==> src/rtl/msio_pkg.sv <==
`timescale 1ns/1ps
package msio_pkg;
    localparam int REG_AW    = 8;
    localparam int WORD_W    = 32;
    localparam int BYTE_W    = 8;
    localparam int IO_W      = 8;
    localparam int MAX_BYTES = WORD_W / BYTE_W;
    localparam int CNT_W     = $clog2(MAX_BYTES + 1);

    localparam logic [REG_AW-1:0] A_CFG = 8'h00;
    localparam logic [REG_AW-1:0] A_STS = 8'h04;
    localparam logic [REG_AW-1:0] A_EN  = 8'h10;
    localparam logic [REG_AW-1:0] A_TX0 = 8'h14;
    localparam logic [REG_AW-1:0] A_TX1 = 8'h18;
    localparam logic [REG_AW-1:0] A_TX2 = 8'h1C;
    localparam logic [REG_AW-1:0] A_TX3 = 8'h20;
    localparam logic [REG_AW-1:0] A_RX  = 8'h24;
    localparam logic [REG_AW-1:0] A_OPC = 8'h30;

    typedef enum logic [1:0] {
        LANE_X1 = 2'd0,
        LANE_X2 = 2'd1,
        LANE_X4 = 2'd2,
        LANE_X8 = 2'd3
    } lane_e;

    typedef struct packed {
        logic [1:0] nio;
        logic       cpha;
        logic       cpol;
        logic       idle_lvl;
        logic       man_cs;
        logic       cs_on;
    } cfg_t;

    typedef struct packed {
        logic  rd;
        lane_e data_w;
        lane_e addr_w;
        lane_e cmd_w;
    } opc_t;

    // Bit groups needed to move one byte at a given width
    function automatic logic [3:0] grp_per_byte(lane_e w);
        return 4'(8 >> w);
    endfunction
endpackage

==> src/rtl/msio_regs.sv <==
`timescale 1ns/1ps
module msio_regs
    import msio_pkg::*;
(
    input  logic              clk,
    input  logic              rst,
    input  logic              wr,
    input  logic              rd,
    input  logic [REG_AW-1:0] addr,
    input  logic [WORD_W-1:0] wdata,
    input  logic              busy,
    input  logic              done,
    input  logic [WORD_W-1:0] rx_word,
    output logic [WORD_W-1:0] rdata,
    output cfg_t              cfg,
    output opc_t              opc,
    output logic              en,
    output logic              start,
    output logic [CNT_W-1:0]  start_bytes,
    output logic              rx_valid
);
    logic [WORD_W-1:0] rx_hold;
    logic              tx_hit;

    always_comb begin
        tx_hit      = 1'b1;
        start_bytes = CNT_W'(MAX_BYTES);
        case (addr)
            A_TX0:   start_bytes = CNT_W'(MAX_BYTES);
            A_TX1:   start_bytes = CNT_W'(1);
            A_TX2:   start_bytes = CNT_W'(2);
            A_TX3:   start_bytes = CNT_W'(3);
            default: tx_hit = 1'b0;
        endcase
        start = wr && tx_hit && en && !busy;
    end

    always_ff @(posedge clk) begin
        if (rst) begin
            cfg      <= '0;
            opc      <= '{rd: 1'b0, data_w: LANE_X1, addr_w: LANE_X1, cmd_w: LANE_X1};
            en       <= 1'b0;
            rx_hold  <= '0;
            rx_valid <= 1'b0;
        end else begin
            if (wr && addr == A_CFG) begin
                cfg.nio      <= wdata[28:27];
                cfg.cpha     <= wdata[20];
                cfg.cpol     <= wdata[19];
                cfg.idle_lvl <= wdata[16];
                cfg.man_cs   <= wdata[1];
                cfg.cs_on    <= wdata[0];
            end
            if (wr && addr == A_OPC) begin
                opc.rd     <= wdata[23];
                opc.data_w <= lane_e'(wdata[7:6]);
                opc.addr_w <= lane_e'(wdata[4:3]);
                opc.cmd_w  <= lane_e'(wdata[1:0]);
            end
            if (wr && addr == A_EN) en <= wdata[0];
            if (done) begin
                rx_hold  <= rx_word;
                rx_valid <= 1'b1;
            end else if (rd && addr == A_RX) begin
                rx_valid <= 1'b0;
            end
        end
    end

    always_comb begin
        rdata = '0;
        case (addr)
            A_CFG: rdata = {3'b0, cfg.nio, 6'b0, cfg.cpha, cfg.cpol, 2'b0,
                            cfg.idle_lvl, 14'b0, cfg.man_cs, cfg.cs_on};
            A_STS: rdata = {28'b0, ~rx_valid, rx_valid, ~busy, ~busy};
            A_EN:  rdata = {31'b0, en};
            A_RX:  rdata = rx_hold;
            A_OPC: rdata = {8'b0, opc.rd, 15'b0, opc.data_w, 1'b0,
                            opc.addr_w, 1'b0, opc.cmd_w};
            default: rdata = '0;
        endcase
    end
endmodule

==> src/rtl/msio_shift.sv <==
`timescale 1ns/1ps
module msio_shift
    import msio_pkg::*;
(
    input  logic              clk,
    input  logic              rst,
    input  logic              en,
    input  logic              start,
    input  logic [CNT_W-1:0]  start_bytes,
    input  logic [WORD_W-1:0] start_data,
    input  lane_e             req_lanes,
    input  logic              req_rd,
    input  logic              cpha,
    input  logic [IO_W-1:0]   io_in,
    output logic              busy,
    output logic              ph,
    output lane_e             act_lanes,
    output logic              act_rd,
    output logic [BYTE_W-1:0] obyte,
    output logic              done,
    output logic [WORD_W-1:0] rx_word
);
    logic [WORD_W-1:0] txw;
    logic [WORD_W-1:0] rxw;
    logic [BYTE_W-1:0] ibyte, ibyte_sh, ibyte_nx, obyte_sh;
    logic [CNT_W-1:0]  bytes_left;
    logic [3:0]        grp_left;
    logic              smp_now, grp_end, byte_end;

    always_comb begin
        case (act_lanes)
            LANE_X1: begin
                ibyte_sh = {ibyte[6:0], io_in[1]};
                obyte_sh = {obyte[6:0], 1'b0};
            end
            LANE_X2: begin
                ibyte_sh = {ibyte[5:0], io_in[1:0]};
                obyte_sh = {obyte[5:0], 2'b0};
            end
            LANE_X4: begin
                ibyte_sh = {ibyte[3:0], io_in[3:0]};
                obyte_sh = {obyte[3:0], 4'b0};
            end
            default: begin
                ibyte_sh = io_in;
                obyte_sh = '0;
            end
        endcase
        // leading edge samples when phase is clear, trailing edge when set
        smp_now  = cpha ? ph : ~ph;
        ibyte_nx = smp_now ? ibyte_sh : ibyte;
        grp_end  = busy & ph;
        byte_end = grp_end & (grp_left == 4'd1);
        done     = en & byte_end & (bytes_left == CNT_W'(1));
        rx_word  = {ibyte_nx, rxw[WORD_W-1:BYTE_W]};
    end

    always_ff @(posedge clk) begin
        if (rst) begin
            busy       <= 1'b0;
            ph         <= 1'b0;
            act_lanes  <= LANE_X1;
            act_rd     <= 1'b0;
            obyte      <= '0;
            ibyte      <= '0;
            txw        <= '0;
            rxw        <= '0;
            bytes_left <= '0;
            grp_left   <= '0;
        end else if (!en) begin
            busy <= 1'b0;
            ph   <= 1'b0;
        end else if (start) begin
            busy       <= 1'b1;
            ph         <= 1'b0;
            act_lanes  <= req_lanes;
            act_rd     <= req_rd;
            obyte      <= start_data[BYTE_W-1:0];
            txw        <= {{BYTE_W{1'b0}}, start_data[WORD_W-1:BYTE_W]};
            rxw        <= '0;
            ibyte      <= '0;
            bytes_left <= start_bytes;
            grp_left   <= grp_per_byte(req_lanes);
        end else if (busy) begin
            ph <= ~ph;
            if (smp_now) ibyte <= ibyte_sh;
            if (byte_end) begin
                rxw        <= rx_word;
                obyte      <= txw[BYTE_W-1:0];
                txw        <= {{BYTE_W{1'b0}}, txw[WORD_W-1:BYTE_W]};
                grp_left   <= grp_per_byte(act_lanes);
                bytes_left <= bytes_left - CNT_W'(1);
                if (bytes_left == CNT_W'(1)) busy <= 1'b0;
            end else if (grp_end) begin
                obyte    <= obyte_sh;
                grp_left <= grp_left - 4'd1;
            end
        end
    end
endmodule

==> src/rtl/msio_pins.sv <==
`timescale 1ns/1ps
module msio_pins
    import msio_pkg::*;
(
    input  logic              busy,
    input  logic              ph,
    input  lane_e             lanes,
    input  logic              rd,
    input  logic [BYTE_W-1:0] obyte,
    input  cfg_t              cfg,
    output logic              sclk,
    output logic              cs_n,
    output logic [IO_W-1:0]   io_out,
    output logic [IO_W-1:0]   io_oe
);
    assign sclk = busy ? (cfg.cpol ^ (cfg.cpha ? ~ph : ph)) : cfg.cpol;
    assign cs_n = ~(cfg.man_cs & cfg.cs_on);

    for (genvar i = 0; i < IO_W; i++) begin : g_line
        localparam int IX2 = (i < 2) ? 6 + i : 0;
        localparam int IX4 = (i < 4) ? 4 + i : 0;
        logic used, bitv, drive;
        always_comb begin
            case (lanes)
                LANE_X1: begin used = (i == 0); bitv = obyte[7];   end
                LANE_X2: begin used = (i < 2);  bitv = obyte[IX2]; end
                LANE_X4: begin used = (i < 4);  bitv = obyte[IX4]; end
                default: begin used = 1'b1;     bitv = obyte[i];   end
            endcase
            drive = busy & ~rd & used;
        end
        assign io_oe[i]  = drive;
        assign io_out[i] = drive ? bitv : cfg.idle_lvl;
    end
endmodule

==> src/rtl/msio_spi_host.sv <==
`timescale 1ns/1ps
module msio_spi_host
    import msio_pkg::*;
(
    input  logic              clk,
    input  logic              rst,
    input  logic              reg_wr,
    input  logic              reg_rd,
    input  logic [REG_AW-1:0] reg_addr,
    input  logic [WORD_W-1:0] reg_wdata,
    output logic [WORD_W-1:0] reg_rdata,
    output logic              spi_sclk,
    output logic              spi_cs_n,
    input  logic [IO_W-1:0]   spi_io_in,
    output logic [IO_W-1:0]   spi_io_out,
    output logic [IO_W-1:0]   spi_io_oe
);
    cfg_t              cfg_q;
    opc_t              opc_q;
    logic              en_q, start, sh_busy, sh_ph, sh_done, act_rd, rx_valid;
    logic [CNT_W-1:0]  start_bytes;
    logic [WORD_W-1:0] rx_word;
    logic [BYTE_W-1:0] obyte;
    lane_e             act_lanes;

    msio_regs u_regs (
        .clk(clk), .rst(rst), .wr(reg_wr), .rd(reg_rd), .addr(reg_addr),
        .wdata(reg_wdata), .busy(sh_busy), .done(sh_done), .rx_word(rx_word),
        .rdata(reg_rdata), .cfg(cfg_q), .opc(opc_q), .en(en_q), .start(start),
        .start_bytes(start_bytes), .rx_valid(rx_valid)
    );

    msio_shift u_shift (
        .clk(clk), .rst(rst), .en(en_q), .start(start),
        .start_bytes(start_bytes), .start_data(reg_wdata),
        .req_lanes(opc_q.data_w), .req_rd(opc_q.rd), .cpha(cfg_q.cpha),
        .io_in(spi_io_in), .busy(sh_busy), .ph(sh_ph), .act_lanes(act_lanes),
        .act_rd(act_rd), .obyte(obyte), .done(sh_done), .rx_word(rx_word)
    );

    msio_pins u_pins (
        .busy(sh_busy), .ph(sh_ph), .lanes(act_lanes), .rd(act_rd),
        .obyte(obyte), .cfg(cfg_q), .sclk(spi_sclk), .cs_n(spi_cs_n),
        .io_out(spi_io_out), .io_oe(spi_io_oe)
    );
endmodule

==> config.mk <==
export PLATFORM = sky130hd
export DESIGN_NAME = msio_spi_host
export DESIGN_NICKNAME = d
export VERILOG_FILES = /design/src/rtl/msio_pkg.sv /design/src/rtl/msio_regs.sv /design/src/rtl/msio_shift.sv /design/src/rtl/msio_pins.sv /design/src/rtl/msio_spi_host.sv
export SDC_FILE = /design/constraint.sdc
export NUM_CORES = 1
export LEC_CHECK = 0
export BUFFER_PORTS_ARGS = -buffer_cell sky130_fd_sc_hd__buf_2
export CAP_MARGIN = 40
export CORE_MARGIN = 2
export CORE_UTILIZATION = 55
export CTS_CLUSTER_DIAMETER = 50
export DETAILED_ROUTE_END_ITERATION = 10
export GPL_ROUTABILITY_DRIVEN = 0
export GPL_TIMING_DRIVEN = 0
export PLACE_DENSITY = 0.89
export SYNTH_ARGS = -nofsm -noshare
export SYNTH_HDL_FRONTEND = slang
export SYNTH_SLANG_ARGS = --single-unit
export TNS_END_PERCENT = 50
==> constraint.sdc <==
create_clock -name clk -period 2.05 [get_ports clk]
set_input_delay 0.205 -clock clk [delete_from_list [all_inputs] [get_ports clk]]
set_output_delay 0.205 -clock clk [all_outputs]
set_load 0.005 [all_outputs]
==> results.json <==
{
  "outcome": "complete, but fails checks",
  "failed_checks": "setup timing",
  "cap_violations": 0,
  "cts_max_level": 4,
  "async_flop_share_pct": 0,
  "synth_top_flop_cell": "dfxtp_1",
  "synth_edf_count": 0,
  "insertion_delay_ps": 550,
  "hold_start": "reg_addr[2]",
  "peakVddDrop_uv": 638,
  "clk_pin_slew_ps": 60,
  "worstMarginPinSlew_ps": 704,
  "fin_ws_ps": -325,
  "die_h_microns": 108,
  "hold_slack_ps": 127,
  "ant_nets": 0,
  "layout_common_cells": "nand2_1, dfxtp_1, buf_2, a21oi_1, nor2_1",
  "power_density_nw_per_um2": 727,
  "clock-sinks": 124,
  "ys_ff_latch": 124,
  "grt_pass1_wl_microns": 32800,
  "die-area_sq_um": 11600,
  "hpwl_microns": 12400,
  "drc": 0,
  "yosysUniqueCellTypes": 59,
  "start_util_pct": 57.0,
  "min_path_cells": 3,
  "portBuffers": 98,
  "wl_microns": 22200,
  "ys_seq_area_share_pct": 42.0,
  "firstDrtPassIters": 8,
  "core_sq_um": 10400,
  "slew_headroom_pct": 53.1,
  "finalSetupViolCount": 14,
  "r2r_cells": 9,
  "yosysTopAreaCell": "dfxtp_1",
  "hold_viol_final": 0,
  "holdPathEnd": "u_shift.bytes_left[0]",
  "startpoint_type": "register",
  "post_drt_wl_per_cell_microns": 21.0,
  "final.setup.tns_ps": -1640,
  "rows": 37,
  "max_freq_mhz": 421,
  "cts_made_buffers": 17,
  "fin_skew_ps": 11.2,
  "via_per_inst": 6.59,
  "synthTopCellsByArea": "dfxtp_1, nand2_1, a21oi_1",
  "hold_path.class": "in2reg",
  "pre_cts_ws_ps": -330,
  "io_pins": 102,
  "yosys_warnings": 0,
  "die_x_microns": 108,
  "r2r_slack_ps": 20,
  "root_buffer": "clkbuf_8",
  "vias": 6978,
  "synth_nets": 808,
  "postSynthAreaPerCell_sq_um": 7.91,
  "cts_tree": "done",
  "cp-end-kind": "output pin",
  "leakagePower_nw": 2.98,
  "drt_iter0_drc": 1238,
  "nNetsFinal": 970,
  "mostFrequentLayoutCell": "nand2_1",
  "syn_area_sq_um": 5910,
  "path_max_fanout": 7,
  "synth_cells": 748,
  "antenna_found_initial": 0,
  "rr_startpoint": "u_shift.grp_left[1]",
  "slew_viol_final": 0,
  "worstPathArrival_ps": 2170,
  "post-route-period-util_pct": 116,
  "grt-ovfl-total": 0,
  "grt_pass1_vias": 6510,
  "drive_above_1_share_pct": 24.6,
  "path_class": "reg2out",
  "grt_usage_pct": 36.3,
  "clockBufferDepth": 2,
  "required_ps": 1850,
  "min_period_ps": 2370,
  "nFillCells": 664,
  "rsz0062_at_grt": "true",
  "yosys.area.top_type_share_pct": 42.0,
  "rr_endpoint": "u_shift.rxw[14]",
  "grt_max_degree": 17,
  "antennaDiodeCount": 0,
  "syn_to_final_growth_pct": 33.6
}
## layer usage
metal / up-vias / track usage (%) / wire length, microns / part of all wire, %
met5: - / 0 / 0 / 0
met1: 3149 / 44.6 / 7760 / 35
met3: 179 / 7.87 / 2830 / 13
met2: 674 / 58.5 / 10100 / 45
met4: 0 / 21.0 / 1570 / 7.0
li1: 2976 / - / - / -
## cell usage after synthesis (2+ instances only)
master	instances
and3_1	5
a211o_1	2
a222oi_1	10
a22oi_1	14
mux2_2	2
mux2i_1	9
o22ai_1	3
buf_6	2
nand4b_1	2
buf_2	8
o31ai_1	5
o21ai_0	34
ha_1	8
nand2_1	151
a311oi_2	2
a211oi_1	11
a21oi_1	85
a311oi_1	13
nand2b_1	4
and2_1	20
nor2b_1	4
xnor2_1	2
dfxtp_1	124
buf_1	2
a31oi_1	3
or3_1	5
nor3_1	7
a21o_1	2
buf_4	10
o2bb2ai_1	16
nand3_1	42
a22o_1	9
inv_1	17
clkbuf_1	44
nor2_1	47
## kinds of logic (layout without fill, tap and decap cells)
group,count (synthesis),after routing,share of synthesized area [%]
simple gates,297,297,22.7
compound gates,222,222,24.9
flops,124,124,42.0
buf+inv,83,258,6.33
mux,11,11,1.90
fa+ha+maj,8,8,1.69
xor+xnor,3,3,0.444
## flip-flops by register name, indices dropped and copies added (netlist names)
register / count
u_shift.act_rd: 1
u_shift.bytes_left: 3
u_shift.grp_left: 4
u_shift.txw: 24
u_regs.en: 1
u_regs.cfg: 7
u_shift.busy: 1
u_shift.ibyte: 8
u_regs.opc: 7
u_shift.rxw: 24
u_shift.ph: 1
u_shift.obyte: 8
u_shift.act_lanes: 2
u_regs.rx_valid: 1
u_regs.rx_hold: 32
## where the power goes
part	switching [mW]	internal [mW]
registers	0.000496	2.41
clock network	1.23	1.88
logic	0.135	0.0953
## area by class of cell
class,count,area [sq um],area share (%)
multi-input cells,541,3150,39.9
clock buffers,18,418,5.29
inverters,17,73.8,0.934
repair buffers,146,973,12.3
flip-flops and latches,124,2490,31.6
clock inverters,14,185,2.34
well taps,136,170,2.15
plain buffers,63,434,5.49
## worst max-delay path: stages, from the launching register on
cell and delay, ps:
dfxtp_4 400, inv_4 60, ha_4 160, buf_8 120, a222oi_1 430, nor2_1 110, a21oi_1 140, o21ai_1 70
buf_2 120
## worst max path at each step
stage	startpoint	to	cells past startpoint
6_report	u_shift.act_lanes[0]	spi_io_out[2]	8
5_1_grt	u_shift.act_lanes[0]	spi_io_out[2]	8
4_1_cts	u_shift.act_lanes[1]	spi_io_out[2]	7
3_5_place_dp	reg_addr[1]	reg_rdata[6]	8
3_3_place_gp	reg_addr[1]	reg_rdata[23]	7
2_1_floorplan	reg_addr[1]	u_shift.txw[0]	6
## what timing repair did
action / 4_1_cts / 5_1_grt
gates resized for setup: 70 / 46
hold buffers: 33 / 0
hold endpoints to repair: 42 / 0
buffers inserted: 7 / 6
gates cloned: 0 / 1
setup endpoints to repair: 106 / 107
pin swaps: 7 / 4
## per-stage QoR
| stage | total power [mW] | instances | cell area (sq um) | util (%) |
|---|---|---|---|---|
| CTS | 5.68 | 1053 | 7750 | 74.8 |
| floorplan | 2.53 | 748 | 5910 | - |
| detailed placement | 2.62 | 983 | 6590 | 63.5 |
| global route | 5.81 | 1059 | 7900 | 76.2 |
| finish | 5.75 | 1059 | 7900 | 76.2 |
| global placement | 2.62 | 982 | 6580 | 63.4 |
Power figures use the tool's default switching activity.
